$ cat config.mk
export PLATFORM = sky130hd
export DESIGN_NAME = evq_hostread
export DESIGN_NICKNAME = d
export VERILOG_FILES = /design/src/rtl/evq_pkg.sv /design/src/rtl/evq_store.sv /design/src/rtl/evq_reader.sv /design/src/rtl/evq_irq.sv /design/src/rtl/evq_hostread.sv
export SDC_FILE = /design/constraint.sdc
export NUM_CORES = 1
export LEC_CHECK = 0
export ABC_AREA = 1
export ABC_CLOCK_PERIOD_IN_PS = 5300
export BUFFER_PORTS_ARGS = -buffer_cell sky130_fd_sc_hd__buf_2
export CORE_MARGIN = 2
export CORE_UTILIZATION = 50
export DETAILED_ROUTE_END_ITERATION = 12
export GPL_ROUTABILITY_DRIVEN = 1
export PLACE_DENSITY = 0.65
export SYNTH_ARGS = -nofsm -noshare
export SYNTH_HDL_FRONTEND = slang
export SYNTH_SLANG_ARGS = --single-unit
$ cat constraint.sdc
create_clock -name clk -period 5.3 [get_ports clk]
set_input_delay 0.53 -clock clk [delete_from_list [all_inputs] [get_ports clk]]
set_output_delay 0.53 -clock clk [all_outputs]
set_load 0.02 [all_outputs]
$ cat src/rtl/evq_pkg.sv
package evq_pkg;
  typedef enum logic [1:0] {
    RSP_EVENT  = 2'd0,
    RSP_STATUS = 2'd1,
    RSP_HEADER = 2'd2,
    RSP_BENTRY = 2'd3
  } rsp_kind_e;
endpackage

$ cat src/rtl/evq_store.sv
// Event storage: circular array with extra-bit pointers and sticky overflow.
module evq_store #(
  parameter int DW = 32,
  parameter int AW = 4
) (
  input  logic          clk,
  input  logic          rst_n,
  input  logic          push_i,
  input  logic [DW-1:0] data_i,
  input  logic          pop_i,
  input  logic          ovf_clr_i,
  output logic [AW:0]   rd_ptr_o,
  output logic [AW:0]   wr_ptr_o,
  output logic [AW:0]   rd_nxt_o,
  output logic [AW:0]   wr_nxt_o,
  output logic [AW:0]   fill_o,
  output logic [DW-1:0] head_o,
  output logic          ovf_o
);
  localparam int PW    = AW + 1;
  localparam int DEPTH = 1 << AW;

  logic [DW-1:0] mem_q [DEPTH];
  logic [PW-1:0] rd_q, wr_q, fill;
  logic          full, accept, ovf_q, ovf_d;

  always_comb begin
    fill     = wr_q - rd_q;
    full     = (fill == PW'(DEPTH));
    accept   = push_i & ~full;
    rd_nxt_o = rd_q + PW'(pop_i);
    wr_nxt_o = wr_q + PW'(accept);
    ovf_d    = (push_i & full) | (ovf_q & ~ovf_clr_i);
  end

  always_ff @(posedge clk) begin
    if (accept) mem_q[wr_q[AW-1:0]] <= data_i;
  end

  always_ff @(posedge clk or negedge rst_n) begin
    if (!rst_n) begin
      rd_q  <= '0;
      wr_q  <= '0;
      ovf_q <= 1'b0;
    end else begin
      rd_q  <= rd_nxt_o;
      wr_q  <= wr_nxt_o;
      ovf_q <= ovf_d;
    end
  end

  assign rd_ptr_o = rd_q;
  assign wr_ptr_o = wr_q;
  assign fill_o   = fill;
  assign head_o   = mem_q[rd_q[AW-1:0]];
  assign ovf_o    = ovf_q;
endmodule

$ cat src/rtl/evq_reader.sv
// Command decode, burst sequencer and registered response word.
module evq_reader
  import evq_pkg::*;
#(
  parameter int DW   = 32,
  parameter int PW   = 5,
  parameter int CW   = 4,
  parameter int MAXB = 8,
  parameter int CSW  = 8
) (
  input  logic           clk,
  input  logic           rst_n,
  input  logic           cmd_valid_i,
  input  logic           cmd_burst_i,
  input  logic [CW-1:0]  cmd_count_i,
  input  logic [PW-1:0]  fill_i,
  input  logic [DW-1:0]  head_i,
  input  logic           ovf_i,
  input  logic [CSW-1:0] chan_state_i,
  input  logic [PW-1:0]  rd_nxt_i,
  input  logic [PW-1:0]  wr_nxt_i,
  output logic           pop_o,
  output logic           ovf_clr_o,
  output logic           emit_o,
  output logic           rsp_valid_o,
  output logic [1:0]     rsp_kind_o,
  output logic [DW-1:0]  rsp_data_o,
  output logic [PW-1:0]  rsp_rdptr_o,
  output logic [PW-1:0]  rsp_wrptr_o
);
  logic          busy_q, busy_d;
  logic [CW-1:0] rem_q, rem_d, req, grant;
  logic          take;
  rsp_kind_e     kind_d;
  logic [DW-1:0] data_d;
  logic [DW-1:0] status_word;

  always_comb begin
    take        = cmd_valid_i & ~busy_q;
    req         = (cmd_count_i > CW'(MAXB)) ? CW'(MAXB) : cmd_count_i;
    grant       = (PW'(req) < fill_i) ? req : CW'(fill_i);
    status_word = {ovf_i, {(DW-1-CSW){1'b0}}, chan_state_i};
    pop_o       = 1'b0;
    ovf_clr_o   = 1'b0;
    emit_o      = 1'b0;
    kind_d      = RSP_EVENT;
    data_d      = head_i;
    busy_d      = busy_q;
    rem_d       = rem_q;
    if (busy_q) begin
      emit_o = 1'b1;
      pop_o  = 1'b1;
      kind_d = RSP_BENTRY;
      rem_d  = rem_q - CW'(1);
      busy_d = (rem_q != CW'(1));
    end else if (take && !cmd_burst_i) begin
      emit_o = 1'b1;
      if (fill_i != '0) begin
        pop_o = 1'b1;
      end else begin
        kind_d    = RSP_STATUS;
        data_d    = status_word;
        ovf_clr_o = 1'b1;
      end
    end else if (take) begin
      emit_o = 1'b1;
      kind_d = RSP_HEADER;
      data_d = DW'(grant);
      rem_d  = grant;
      busy_d = (grant != '0);
    end
  end

  always_ff @(posedge clk or negedge rst_n) begin
    if (!rst_n) begin
      busy_q      <= 1'b0;
      rem_q       <= '0;
      rsp_valid_o <= 1'b0;
      rsp_kind_o  <= '0;
      rsp_data_o  <= '0;
      rsp_rdptr_o <= '0;
      rsp_wrptr_o <= '0;
    end else begin
      busy_q      <= busy_d;
      rem_q       <= rem_d;
      rsp_valid_o <= emit_o;
      if (emit_o) begin
        rsp_kind_o  <= kind_d;
        rsp_data_o  <= data_d;
        rsp_rdptr_o <= rd_nxt_i;
        rsp_wrptr_o <= wr_nxt_i;
      end
    end
  end
endmodule

$ cat src/rtl/evq_irq.sv
// Remembers the write pointer last shown to the host.
module evq_irq #(
  parameter int PW = 5
) (
  input  logic          clk,
  input  logic          rst_n,
  input  logic          load_i,
  input  logic [PW-1:0] wr_nxt_i,
  input  logic [PW-1:0] wr_ptr_i,
  output logic          irq_o
);
  logic [PW-1:0] seen_q;

  always_ff @(posedge clk or negedge rst_n) begin
    if (!rst_n)      seen_q <= '0;
    else if (load_i) seen_q <= wr_nxt_i;
  end

  assign irq_o = (wr_ptr_i != seen_q);
endmodule

$ cat src/rtl/evq_hostread.sv
module evq_hostread #(
  parameter int DW   = 32,
  parameter int AW   = 4,
  parameter int CW   = 4,
  parameter int MAXB = 8,
  parameter int CSW  = 8
) (
  input  logic           clk,
  input  logic           rst_n,
  input  logic           evt_valid,
  input  logic [DW-1:0]  evt_data,
  input  logic [CSW-1:0] chan_state,
  input  logic           cmd_valid,
  input  logic           cmd_burst,
  input  logic [CW-1:0]  cmd_count,
  output logic           rsp_valid,
  output logic [1:0]     rsp_kind,
  output logic [DW-1:0]  rsp_data,
  output logic [AW:0]    rsp_rdptr,
  output logic [AW:0]    rsp_wrptr,
  output logic           irq
);
  localparam int PW = AW + 1;

  logic [PW-1:0] rd_ptr_w, wr_ptr_w, rd_nxt_w, wr_nxt_w, fill_w;
  logic [DW-1:0] head_w;
  logic          ovf_w, pop_w, ovf_clr_w, emit_w;

  evq_store #(.DW(DW), .AW(AW)) store_i (
    .clk(clk), .rst_n(rst_n),
    .push_i(evt_valid), .data_i(evt_data), .pop_i(pop_w), .ovf_clr_i(ovf_clr_w),
    .rd_ptr_o(rd_ptr_w), .wr_ptr_o(wr_ptr_w), .rd_nxt_o(rd_nxt_w), .wr_nxt_o(wr_nxt_w),
    .fill_o(fill_w), .head_o(head_w), .ovf_o(ovf_w)
  );

  evq_reader #(.DW(DW), .PW(PW), .CW(CW), .MAXB(MAXB), .CSW(CSW)) reader_i (
    .clk(clk), .rst_n(rst_n),
    .cmd_valid_i(cmd_valid), .cmd_burst_i(cmd_burst), .cmd_count_i(cmd_count),
    .fill_i(fill_w), .head_i(head_w), .ovf_i(ovf_w), .chan_state_i(chan_state),
    .rd_nxt_i(rd_nxt_w), .wr_nxt_i(wr_nxt_w),
    .pop_o(pop_w), .ovf_clr_o(ovf_clr_w), .emit_o(emit_w),
    .rsp_valid_o(rsp_valid), .rsp_kind_o(rsp_kind), .rsp_data_o(rsp_data),
    .rsp_rdptr_o(rsp_rdptr), .rsp_wrptr_o(rsp_wrptr)
  );

  evq_irq #(.PW(PW)) irq_i (
    .clk(clk), .rst_n(rst_n), .load_i(emit_w),
    .wr_nxt_i(wr_nxt_w), .wr_ptr_i(wr_ptr_w), .irq_o(irq)
  );
endmodule

== Word level (Yosys, flattened, before mapping) ==
Memories as Yosys holds them, arrays and structs flattened.
Index checks and enable logic that the tools add are counted.
Storage, ports and cells
  register bits: 61
  memory bits (writable): 512
  input bits: 49
  output and inout bits: 46
  word-level logic and storage cells: 62
  memories kept: 1
Memories
  store_i.mem_q: words 16, bits a word 32, rd ports 1, clocked after memory_dff 0, wr ports 1, line evq_store.sv:23  | logic [DW-1:0] mem_q [DEPTH];
Operators by class
  $add $sub $neg: 4
  order comparisons: 2
  eq/ne operators: 4
  multiplexer cells: 27
  bitwise logic cells: 8
  reductions and logical operators: 6
Operators with widths (count)
  $mux W32: 4
  $mux W4: 5
  $mux W1: 15
  $add A5 B1 Y5: 2
  $mux W2: 3
  $eq A5 B5 Y1 const B: 1
  $lt A4 B5 Y1: 1
  $ne A5 B5 Y1: 1
  $reduce_bool A5 Y1: 1
  $sub A5 B5 Y5: 1
  $and A1 B1 Y1: 4
  $gt A4 B4 Y1 const B: 1
  $ne A4 B1 Y1 const B: 1
  $reduce_bool A4 Y1: 1
  $sub A4 B1 Y4 const B: 1
  $not A1 Y1: 3
  $ne A2 B1 Y1 const B: 1
  $reduce_and A2 Y1: 1
  $reduce_bool A2 Y1: 1
  $logic_and A1 B1 Y1: 1
  $logic_not A1 Y1: 1
  $or A1 B1 Y1: 1

== Logic depth before layout (Yosys ltp) ==
Gate-level depths: netlist (run 1).
  depth in word-level cells: 8
  depth in mapped cells: 19
  mapped depth without buffers: 19

== Cells and area by module ==
From an unflattened synthesis (run 1), not the netlist that was laid out.
Unflattened totals
  cell total of the unflattened synthesis: 1977
  area total of the unflattened synthesis: 23555.1 um2
Modules (own cells, without submodules)
  evq_store: times used 1, cells each 1690, area an instance 20980.1 um2, sequential area each 15650.0 um2
  evq_reader: times used 1, cells each 248, area an instance 2292.2 um2, sequential area each 1251.2 um2
  evq_irq: times used 1, cells each 39, area an instance 282.8 um2, sequential area each 125.1 um2

== Worst setup path after synthesis (run 1) ==
No wires, ideal clock.
  path type: register to register
  from: register store_i.rd_q[1] (netlist: store_i.rd_ptr_o[1])
  to: memory store_i.mem_q[0][0], enable pin
  setup time: 421 ps
  data arrival time: 3614 ps
  required time: 4879 ps
  setup slack: 1265 ps
  cell stages (with the launch flop): 12
  path buffers: 2
  period minus slack after synthesis: 4035 ps
  cells stage by stage: dfrtp_1 inv_1 clkbuf_1 clkbuf_1 fa_1 nand3_1 nand2_1 xor2_2 nor2_1 nor2_1 nand3_1 nor2_1
Between the ends
  longest elaborated chain between the ends: 6
RTL lines
  start: declaration: line evq_store.sv:24  | logic [PW-1:0] rd_q, wr_q, fill;
  start signal: assignment: line evq_store.sv:46  | rd_q <= rd_nxt_o;
  $sub A5 B5 Y5: line evq_store.sv:28  | fill = wr_q - rd_q;
  $eq A5 B5 Y1: line evq_store.sv:29  | full = (fill == PW'(DEPTH));
  $not A1 Y1: line evq_store.sv:30  | accept = push_i & ~full;
  $and A1 B1 Y1: line evq_store.sv:30
  $mux W1: line evq_store.sv:37  | if (accept) mem_q[wr_q[AW-1:0]] <= data_i;
  $mux W1 (not written as such): line evq_store.sv:37
  end: declaration: line evq_store.sv:23
Every way passes these cells.

== Worst setup path after layout (run 1) ==
  from: register store_i.wr_q[0] (netlist: store_i.wr_ptr_o[0])
  to: memory store_i.mem_q[10][19], enable pin
Between the ends
  longest elaborated chain between the ends: 6
RTL lines
  start: declaration: line evq_store.sv:24
  start signal: assignment: line evq_store.sv:47  | wr_q <= wr_nxt_o;
  $sub A5 B5 Y5: line evq_store.sv:28
  $eq A5 B5 Y1: line evq_store.sv:29
  $not A1 Y1: line evq_store.sv:30
  $and A1 B1 Y1: line evq_store.sv:30
  $mux W1: line evq_store.sv:37
  $mux W1 (not written as such): line evq_store.sv:37
Parallel ways exist; a longest one is shown, timed or not.

==> results of run 1 <==
[placed cells by master, fill, tap and decap left out, types with 2 or more instances in the layout]
master      Yosys  final
bufinv_16       0      5
nor2_1        240    222
buf_12          0      2
nand4_1         6      6
clkbuf_1       74      9
a21oi_1        49     49
nor2_4          0     18
clkbuf_16       0     59
dfrtp_1        61     59
clkinvlp_4      0      2
a31oi_1        18     18
o211ai_1       18     18
buf_4           2     28
edfxtp_1      512    512
inv_6           0      2
buf_2          19     93
xnor2_1         4      4
inv_1          74     73
xor2_1          6      6
clkinv_4        0      3
xor2_2          2      2
o22ai_1        20     20
o21ai_0       253    253
ha_1           13     13
o221ai_1       34     34
nand3_1       108    108
inv_2           2      4
nand2_1       291    290
clkinv_1        2     15
clkinv_2        0     14
a21boi_0        2      2
[flip-flops by register name, indices dropped and copies added, names as in the netlist]
register / flops
reader_i.rsp_valid_o: 1
reader_i.rsp_wrptr_o: 5
store_i.rd_ptr_o: 5
store_i.wr_ptr_o: 5
reader_i.rsp_rdptr_o: 5
store_i.ovf_o: 1
reader_i.rsp_kind_o: 2
reader_i.busy_q: 1
reader_i.rem_q: 4
store_i.mem_q: 512
reader_i.rsp_data_o: 32
[power groups by stage]
stage / clock network [mW] / logic [mW] / registers [mW]
floorplan: 0 / 3.28 / 6.13
global placement: 0 / 5.14 / 5.97
detailed placement: 0 / 5.24 / 5.98
CTS: 3.99 / 5.26 / 5.90
global route: 4.19 / 5.84 / 5.95
finish: 3.96 / 5.25 / 5.90
[critical path, cell delays in order, from the launching register on]
cell and delay, ps:
dfrtp_1 420, inv_1 140, ha_1 160, inv_1 60, fa_1 400, nand3_1 110, nand2_1 90, xor2_2 320
nor2_1 130, nor2_1 310, nand3_1 390, nor2_4 910, buf_4 300
[metal layers]
metal	global-route usage [%]	vias up	routed length, um
met3	3.96	105	4260
met5	0	-	0
li1	-	6744	-
met2	38.4	568	26500
met1	33.2	7222	23800
met4	7.49	0	1360
[cell families after synthesis]
group	Yosys count	synth area share, %
simple gates	650	11.4
flops	573	74.1
compound gates	400	9.85
buf+inv	186	3.33
fa+ha+maj	14	0.800
xor+xnor	12	0.526
[stage by stage]
stage | util (%) | hold WS [ps] | instance area (um2)
2_1_floorplan | - | 234 | 22800
3_3_place_gp | 53.0 | 458 | 24000
3_5_place_dp | 53.0 | 465 | 24000
4_1_cts | 57.1 | 104 | 25800
5_1_grt | 57.1 | 134 | 25800
6_report | 57.1 | 79.3 | 25800
[worst max-delay path by stage]
stage	slack, ps	end	from	cells after the start
6_report	1270	store_i.mem_q[10][19]$_DFFE_PP_	store_i.wr_ptr_o[0]$_DFF_PN0_	12
5_1_grt	1060	store_i.mem_q[12][18]$_DFFE_PP_	store_i.wr_ptr_o[0]$_DFF_PN0_	12
4_1_cts	1330	store_i.mem_q[10][20]$_DFFE_PP_	store_i.wr_ptr_o[0]$_DFF_PN0_	12
3_5_place_dp	1320	store_i.mem_q[10][18]$_DFFE_PP_	store_i.wr_ptr_o[0]$_DFF_PN0_	12
3_3_place_gp	1440	store_i.mem_q[10][18]$_DFFE_PP_	store_i.wr_ptr_o[0]$_DFF_PN0_	12
2_1_floorplan	1270	store_i.mem_q[0][0]$_DFFE_PP_	store_i.rd_ptr_o[1]$_DFF_PN0_	11
[cell type report]
type | instances | area (um2) | area share [%]
clock inverter | 40 | 327 | 1.27
inverter | 78 | 298 | 1.15
timing repair buffer | 123 | 716 | 2.77
antenna | 1 | 2.50 | 0.00970
sequential | 573 | 16900 | 65.5
tap | 600 | 751 | 2.91
clock buffer | 68 | 1510 | 5.85
multi-input combinational | 1076 | 5300 | 20.5
==> results.json, run 1 <==
{
  "status": "complete, no violations",
  "vias_per_cell": 5.72,
  "final.setup.worst_slack_ps": 1270,
  "yosys.area.top_type": "edfxtp_1",
  "cts_setup_buffers": 0,
  "layout.cells.non_filler": 2559,
  "grt_max_degree": 194,
  "setup.worst_path.class": "reg -> reg",
  "globalplace.congestion": 0.867,
  "nFillCells": 3661,
  "placed_cells": 2450,
  "endpoint_kind": "flop",
  "maxSlewHeadroom_pct": 20.9,
  "crit-reg2reg-launch": "store_i.wr_ptr_o[0]$_DFF_PN0_",
  "power_leakage_nw": 9.23,
  "synth-seq-cells": 573,
  "synth_edf_count": 512,
  "hold_class": "in -> async",
  "drcViolationCount": 0,
  "cts.sinks": 573,
  "yosysMostFrequentCell": "edfxtp_1",
  "avgSynthCellArea_um2": 12.4,
  "cp.arrival_ps": 4350,
  "skew_ps": 24.8,
  "synth_area_leaders": "edfxtp_1 (67%), dfrtp_1 (6.7%), o21ai_0 (5.5%), nand2_1 (4.8%), nor2_1 (3.9%)",
  "setup_tns_ps": 0,
  "cts_max_level": 2,
  "first_global_vias": 14296,
  "grt_overflow": 0,
  "maxCapViolCount": 0,
  "yosys_warnings": 0,
  "p_int_mw": 9.36,
  "p_comb_share_pct": 34.8,
  "grt_pass1_wl_mm": 85.0,
  "ctsHoldBuffers": 0,
  "dr.pass1.iters": 6,
  "pwr-share-clk_pct": 26.2,
  "cts_tree": "built",
  "power.density_nw_per_um2": 585,
  "rrSetupSlack_ps": 1270,
  "r2r_end": "store_i.mem_q[10][19]$_DFFE_PP_",
  "swShare_pct": 38.0,
  "setup_violations": 0,
  "worst_slew_pin_slew_ps": 1180,
  "switchingPower_mw": 5.74,
  "layout.nets": 1972,
  "min_period_ps": 4030,
  "dp_slack_ps": 1320,
  "post-dp-hpwl_mm": 31.2,
  "finalCritPeriodShare_pct": 76.0,
  "synthDistinctLibCells": 38,
  "syn-num-nets": 1898,
  "syn_area_um2": 22800,
  "slew_viol_final": 0,
  "drive_gt1_share_pct": 12.2,
  "io_pins": 95,
  "max_clock_freq_mhz": 248,
  "path_max_fanout": 23,
  "rsz0062_at_grt": "no",
  "ir_drop_mv": 0.488,
  "p_seq_share_pct": 39.0,
  "dieArea_um2": 47400,
  "vias": 14639,
  "required_ps": 5620,
  "gr-usage-all-layers_pct": 23.8,
  "areaGrowthSynthToFinish_pct": 13.1,
  "die_y_um": 218,
  "synth_top_area_share_pct": 67.4,
  "hold_viol": 0,
  "power.total_mw": 15.1,
  "synth_cells": 1835,
  "wire_per_inst_um": 21.9,
  "port_buffers": 94,
  "die_w_um": 218,
  "num_rows": 78,
  "synthArstFlopShare_pct": 10.6,
  "synthTopCellsByCount": "edfxtp_1 (512), nand2_1 (291), o21ai_0 (253), nor2_1 (240), nand3_1 (108)",
  "root_buffer": "clkbuf_16",
  "worstSkewPairLatency_ps": 610,
  "ys_seq_area_share_pct": 74.1,
  "start_util_pct": 50.5,
  "cts-resized-gates": 0,
  "cts_buffers": 57,
  "totalWireLength_mm": 55.9,
  "synth-main-ff-cell": "edfxtp_1",
  "drt_iter0_markers": 1674,
  "antenna_found_initial": 0,
  "detail-route-antenna-nets": 0,
  "r2r_cells": 12,
  "cts_buffer_depth": 3,
  "core_area_um2": 45200,
  "path_clk_slew_ps": 60,
  "critPathLaunchType": "flop"
}
Power figures use the tool's default switching activity.
==> inputs of run 2 (changes only) <==
Settings changed: ABC_CLOCK_PERIOD_IN_PS 5300 to 3650, PLACE_DENSITY 0.65 to 0.67.
Clock period 5.3 ns to 3.65 ns, I/O delays scaled along.
==> run 2 against run 1 <==
Die area is the same; non-clock buffer count grew 5; via count grew 2.0%; fmax grew 16%; final cell count grew 0.59%; clock power grew 56%; final area grew 1.3%; worst hold slack lost 38 ps; core utilization grew 0.73 points; total power grew 51%; flip-flop and latch count is the same; critical endpoint is now store_i.mem_q[10][9]$_DFFE_PP_.
==> results.json, run 2 (synthesized netlist as in run 1, its figures left out) <==
{
  "status": "complete, no violations",
  "critPathLaunchType": "flop",
  "endpoint_kind": "flop",
  "multiInputGateArea_um2": 5440,
  "skew_ps": 24.9,
  "grt_overflow": 0,
  "placed_area_um2": 24000,
  "ir_drop_mv": 0.742,
  "path_clk_slew_ps": 60,
  "drt_iter0_markers": 1764,
  "setup_tns_ps": 0,
  "cts_setup_buffers": 0,
  "required_ps": 3860,
  "num_rows": 78,
  "maxSlewHeadroom_pct": 12.0,
  "dp_slack_ps": 13.6,
  "crit-reg2reg-launch": "store_i.wr_ptr_o[0]$_DFF_PN0_",
  "placed_cells": 2450,
  "cts_tree": "built",
  "worstSkewPairLatency_ps": 620,
  "final_core_util_pct": 57.9,
  "die_y_um": 218,
  "path_max_fanout": 32,
  "first_global_vias": 14322,
  "antenna_found_initial": 2,
  "vias_per_cell": 5.80,
  "grt_max_degree": 206,
  "start_util_pct": 50.5,
  "cts_max_level": 2,
  "dr.pass1.iters": 5,
  "port_buffers": 94,
  "layout_common_cells": "edfxtp_1 (512), nand2_1 (290), o21ai_0 (253)",
  "root_buffer": "clkbuf_16",
  "cp.arrival_ps": 3700,
  "setup_violations": 0,
  "rsz0062_at_grt": "yes",
  "areaGrowthSynthToFinish_pct": 14.5,
  "layout.nets": 1989,
  "cts_buffers": 57,
  "grt_pass1_wl_mm": 85.9,
  "die_w_um": 218,
  "largest_reg_flops": 512,
  "setup.worst_path.class": "reg -> reg",
  "totalWireLength_mm": 59.7,
  "min_from": "chan_state[5]",
  "core_area_um2": 45200,
  "max_clock_freq_mhz": 287,
  "finalCritPeriodShare_pct": 95.5,
  "detail-route-antenna-nets": 0,
  "worst_slew_pin_slew_ps": 1320,
  "post-dp-hpwl_mm": 30.7,
  "layout.cells.non_filler": 2574,
  "min_period_ps": 3490,
  "drcViolationCount": 0,
  "cts.sinks": 573,
  "nFillCells": 3579,
  "maxCapViolCount": 0,
  "power_leakage_nw": 9.32,
  "wire_per_inst_um": 23.2,
  "hold_class": "in -> reg",
  "globalplace.congestion": 0.841,
  "cts_buffer_depth": 3,
  "final_cell_area_um2": 26100,
  "dieArea_um2": 47400,
  "rrSetupSlack_ps": 160,
  "hold_viol": 0,
  "crit_start": "store_i.wr_ptr_o[0]$_DFF_PN0_",
  "drive_gt1_share_pct": 13.1,
  "slew_viol_final": 0,
  "final.setup.worst_slack_ps": 163,
  "io_pins": 95,
  "gr-usage-all-layers_pct": 24.3,
  "final_common_cell": "edfxtp_1",
  "vias": 14933,
  "power.density_nw_per_um2": 874,
  "regArea_um2": 16900
}
[run 2: changes by cell type in the layout (fill, tap and decap cells not counted), moves of 3 or more]
cell / before / now
clkbuf_8: 0 / 7
clkinv_4: 3 / 0
bufinv_16: 5 / 10
dlygate4sd3_1: 0 / 5
nor2_4: 18 / 30
clkinv_1: 15 / 8
[run 2: worst paths after layout]
check,end,depth (start not counted)
min in group asynchronous,reader_i.rem_q[1]$_DFFE_PN0P_,2
setup reg to reg,store_i.mem_q[10][9]$_DFFE_PP_,12
max in group asynchronous,store_i.rd_ptr_o[0]$_DFF_PN0_,2
setup / recovery,store_i.mem_q[10][9]$_DFFE_PP_,12
hold / removal,reader_i.rsp_data_o[5]$_DFFE_PN0P_,5
hold reg to reg,reader_i.rsp_rdptr_o[1]$_DFFE_PN0P_,2
[run 2: metrics by stage]
stage / power, mW / hold WS [ps]
floorplan: 13.7 / 69.4
global placement: 16.4 / 460
detailed placement: 16.6 / 462
CTS: 22.7 / 20.8
global route: 24.0 / 64.7
finish: 22.8 / 41.6
[run 2: power breakdown]
group	total [mW]	switching [mW]	internal [mW]	leakage, nW
clock network	6.18	2.47	3.71	0.976
registers	8.57	0.381	8.19	5.35
logic	8.10	5.85	2.24	3.00
[run 2: routing by layer]
layer | share of wire [%] | up-vias | track usage (%)
met1 | 42 | 7407 | 33.0
li1 | - | 6788 | -
met3 | 7.2 | 124 | 3.53
met4 | 3.0 | 0 | 8.11
met2 | 48 | 614 | 40.5
met5 | 0 | - | 0
[run 2: layout make-up]
class                   count  area share, %
flip-flops and latches    573           64.7
multi-input cells        1088           20.8
clock buffers              71           5.93
repair buffers            128           2.93
well taps                 600           2.87
clock inverters            35           1.65
inverters                  78           1.14
diodes                      1        0.00957
[run 2: what timing repair did]
action                                  in CTS  in global routing
pin swaps                                    1                 10
endpoints found under the setup margin      12                496
gates resized for setup                      0                 13
hold endpoints to repair                    65                  0
gates cloned                                 1                 11
hold buffers                                 5                  0
[run 2: worst max-delay path, stage by stage, from the launching register on]
cell and delay, ps:
dfrtp_1 420, inv_1 130, ha_1 150, inv_1 60, fa_1 410, xor2_1 230
nor3_1 90, nand2_1 70, nor2_1 60, nor2_2 180, nand3_1 90, buf_4 180
nor2_4 980
